==> src/rtl/sreg_alu.sv <==
module sreg_alu (
  input  logic        clk,
  input  logic        rst_n,
  input  logic        start,
  input  logic [31:0] insn,
  output logic [7:0]  rf_addr,
  input  logic [7:0]  rf_rdata,
  output logic        rf_we,
  output logic [7:0]  rf_wdata,
  output logic [7:0]  sfbr,
  output logic        carry,
  output logic        done,
  output logic        illegal
);
  localparam logic [2:0] OPC_FROM = 3'd5;
  localparam logic [2:0] OPC_TO   = 3'd6;
  localparam logic [2:0] OPC_RMW  = 3'd7;

  logic        busy;
  logic [31:0] iq;
  logic [7:0]  res;
  logic        cout;

  wire [2:0] opc   = iq[29:27];
  wire [2:0] oper  = iq[26:24];
  wire [7:0] imm   = iq[15:8];
  wire       legal = (opc == OPC_FROM) || (opc == OPC_TO) || (opc == OPC_RMW);
  wire [7:0] opa   = (opc == OPC_FROM) ? sfbr : rf_rdata;
  wire [7:0] opb   = (opc == OPC_RMW && iq[23]) ? sfbr : imm;

  assign rf_addr  = {iq[7], iq[22:16]};
  assign rf_we    = busy && legal && (opc != OPC_TO);
  assign rf_wdata = res;

  always_comb begin
    res  = opb;
    cout = carry;
    case (oper)
      3'd0: res = opb;
      3'd1: {cout, res} = {opa, carry};
      3'd2: res = opa | opb;
      3'd3: res = opa ^ opb;
      3'd4: res = opa & opb;
      3'd5: begin res = {carry, opa[7:1]}; cout = opa[0]; end
      3'd6: {cout, res} = {1'b0, opa} + {1'b0, opb};
      default: {cout, res} = {1'b0, opa} + {1'b0, opb} + {8'd0, carry};
    endcase
  end

  always_ff @(posedge clk or negedge rst_n) begin
    if (!rst_n) begin
      busy    <= 1'b0;
      iq      <= '0;
      sfbr    <= '0;
      carry   <= 1'b0;
      done    <= 1'b0;
      illegal <= 1'b0;
    end else begin
      done    <= busy;
      illegal <= busy && !legal;
      if (busy) begin
        busy <= 1'b0;
        if (legal) begin
          carry <= cout;
          if (opc == OPC_TO) sfbr <= res;
        end
      end else if (start) begin
        busy <= 1'b1;
        iq   <= insn;
      end
    end
  end
endmodule


==> config.mk <==
export PLATFORM = sky130hd
export DESIGN_NAME = sreg_alu
export DESIGN_NICKNAME = d
export VERILOG_FILES = /design/src/rtl/sreg_alu.sv
export SDC_FILE = /design/constraint.sdc
export NUM_CORES = 1
export LEC_CHECK = 0
export CORE_ASPECT_RATIO = 1.4
export CORE_MARGIN = 2
export CORE_UTILIZATION = 45
export CTS_BUF_LIST = sky130_fd_sc_hd__clkbuf_16
export DETAILED_ROUTE_END_ITERATION = 7
export DONT_BUFFER_PORTS = 1
export HOLD_SLACK_MARGIN = 0.08
export MAX_ROUTING_LAYER = met4
export PLACE_DENSITY_LB_ADDON = 0.2
export SETUP_SLACK_MARGIN = 0.3
export SYNTH_ARGS = -nofsm -noshare
export SYNTH_HDL_FRONTEND = slang
export SYNTH_SLANG_ARGS = --single-unit
==> constraint.sdc <==
create_clock -name clk -period 7.1 [get_ports clk]
set_input_delay 1.42 -clock clk [delete_from_list [all_inputs] [get_ports clk]]
set_output_delay 1.42 -clock clk [all_outputs]
set_load 0.03 [all_outputs]
==> metrics.txt <==
run status finished, final reports clean; Max H-tree Level 2; Compound-Gate Fraction of Synth Area 20.6%; crit path max fanout 5; syn avg cell area 9.39 µm²; Total Routed Length 7460 µm; P&R area growth vs syn 4.07%; Die Ht ~100 µm; global route total overflow 0; number of remaining DRC errors 0; Worst-Skew Late Latency 280 ps; Post-Synth Adder-Cell Area 8.13%; register area 876 µm²; Syn Inst Count 321; worst reg2reg path depth 15; Pleak approximately 1.4 nW; Core Util, Final between 40% and 50%; most common cell in the netlist dfrtp_1; Detail Placement HPWL 5540 µm; largest family of logic cells by synthesized area compound AO/OA/AOI/OAI gates; Synth top area share 29.0%; Slew HR around a third; post-synthesis xor/xnor area fraction roughly 2.6%; placed inst area 3000 µm²; Rows 35; synth warn 0; post-synth cell types 69; TritonCTS buffer count 5; ys flop type dfrtp_1; Sinks on Clock Net 35; Die Wd 73.2 µm; Critical-path top delay cell a41oi_1; largest net degree at the start of global routing 40; setup violators final 0; final worst setup slack 1070 ps; antenna viol nets, final 0; RSZ-0062 raised after global routing false; # Post-CTS Setup Buffers 0; root buf cell clkbuf_16; area of the multi-input gates 1900 µm²; Post-synth EDFFs 0; max_cap viols 0; DR vias 2354; number of top-level pins 71; critical path arrival 4610 ps; number of global-route vias before repair 2285; crit path time final 6030 ps; Slew Limit Fails 0; Hold/Removal Path Class reg -> reg; clk buf depth 2; hold depth 0; Synth area leader dfrtp_1; GRT Total Usage 21.6%; Seq cells post-synth 35; Fillers 639; initial core utilization 46.2%; Commonest cells post-synth dfrtp_1, mux2_2, inv_1; ANT cells 0; Peak VDD IR 0.000183 V; Design Area, Final 3140 µm²; share of cells above drive strength 1 19.5%; CTS tree done; Post-CTS Resized 0; Synth Net Count 383; gp weighted congestion 0.893; crit-path most repeated cell inv_1; type of the worst setup path in -> out; Req. time, crit path 5680 ps; Synth area leaders dfrtp_1, mux2_2, ha_1; core footprint 6530 µm²; Power per Cell Area 346 nW/µm²; pre-CTS WS 1070 ps; Vias per Instance 6.16; power consumption 1.09 mW; fraction of registers with async set/reset between 90% and 100%; fin crit share 84.9%; antenna violations before repair 0; Worst-Margin Slew 991 ps; PortBufs 0; DR WL/cell 19.5 µm; clock slew at reported path FFs 60 ps; maximum clock frequency 0.166 GHz; critical path capture point type primary output; Post-layout nets 369; first-pass GRT wire length 11900 µm; post-synthesis mux area share 18.5%; critical path's largest stage delay roughly 640 ps; Synth Cell Area 3020 µm²; sequence of cells on the critical path mux2i_1 > inv_1 > ha_1 > inv_1 > fa_1 > xor2_1 > nor3b_1 > nand3_1 > or4_1 > xnor2_1 > a41oi_1; die area 7380 µm²; clk_skew 4.52 ps; Hold Vio Cnt, Final 0; Startpoint Class input port; DR iter-0 viols about 130; cts hold-fix bufs 0; Synth Area in Simple Gates about an eighth; part of the Yosys area used for sequential elements 29.0%; 1st-pass router iterations 4; Setup TNS 0 ps
path summary, 6_finish.rpt:
kind,start,end,slack (ps)
worst min register to register,busy,done,500
max in group asynchronous,rst_n,sfbr[5],6170
worst max-delay path,rf_rdata[0],rf_wdata[7],1070
worst min-delay path,busy,done,500
worst max register to register,iq[29],carry,3270
min in group asynchronous,rst_n,sfbr[2],830
placed cells by master (no fill, tap or decap), drive strengths merged, types with 4 or more instances in the layout:
cell / count
mux2: 31
buf: 5
clkbuf: 5
o21ai: 15
nor2b: 4
nand2: 19
xnor2: 6
nand2b: 4
dfrtp: 35
a21oi: 12
o31ai: 4
ha: 18
nand3: 4
nor3: 4
o22a: 4
a211oi: 6
nor2: 16
inv: 25
or2: 5
a22o: 4
o211ai: 9
mux2i: 16
registers in the layout, summed over array words and instances, names as in the netlist:
register / count
busy: 1
sfbr: 8
carry: 1
done: 1
iq: 23
illegal: 1
where the power goes:
group          switching (mW)  internal (mW)  leakage (nW)
clock network          0.0808          0.128        0.0710
logic                   0.301          0.212         0.911
registers               0.122          0.244         0.414
total                   0.503          0.584          1.40
cells by family (layout without fill, tap and decap cells):
family | after synthesis | in the layout
AOI/OAI and AO/OA | 84 | 84
and+or+nand+nor | 74 | 74
xor gates and xnor gates | 9 | 9
DFF | 35 | 35
buffers and inverters | 51 | 38
adders and majority gates | 19 | 19
muxes | 49 | 49
stage by stage:
step           cells  hold WS [ps]
5_1_grt          382           525
6_report         382           504
2_1_floorplan    321           419
3_3_place_gp     374           489
3_5_place_dp     374           493
4_1_cts          382           508
worst max-delay path, delay by kind of cell:
family | cells | cell delay [ps]
muxes | 1 | 90
xor gates and xnor gates | 2 | 390
buffers and inverters | 2 | 200
and+or+nand+nor | 3 | 1120
adders and majority gates | 2 | 750
AOI/OAI and AO/OA | 1 | 640
layout make-up:
| cell class | count | area share [%] |
|---|---|---|
| multi-input cells | 235 | 60.4 |
| flip-flops and latches | 35 | 27.9 |
| clock buffers | 5 | 3.99 |
| inverters | 25 | 2.99 |
| well taps | 74 | 2.95 |
| repair buffers | 5 | 1.20 |
| clock inverters | 3 | 0.518 |
per-layer routing:
metal / track usage, % / vias to the layer above / share of wire (%)
met4: 8.97 / 0 / 2.8
met1: 27.7 / 1137 / 43
met3: 2.90 / 15 / 3.7
met5: - / - / 0
met2: 33.9 / 57 / 51
li1: - / 1145 / -
Power figures use the tool's default switching activity.
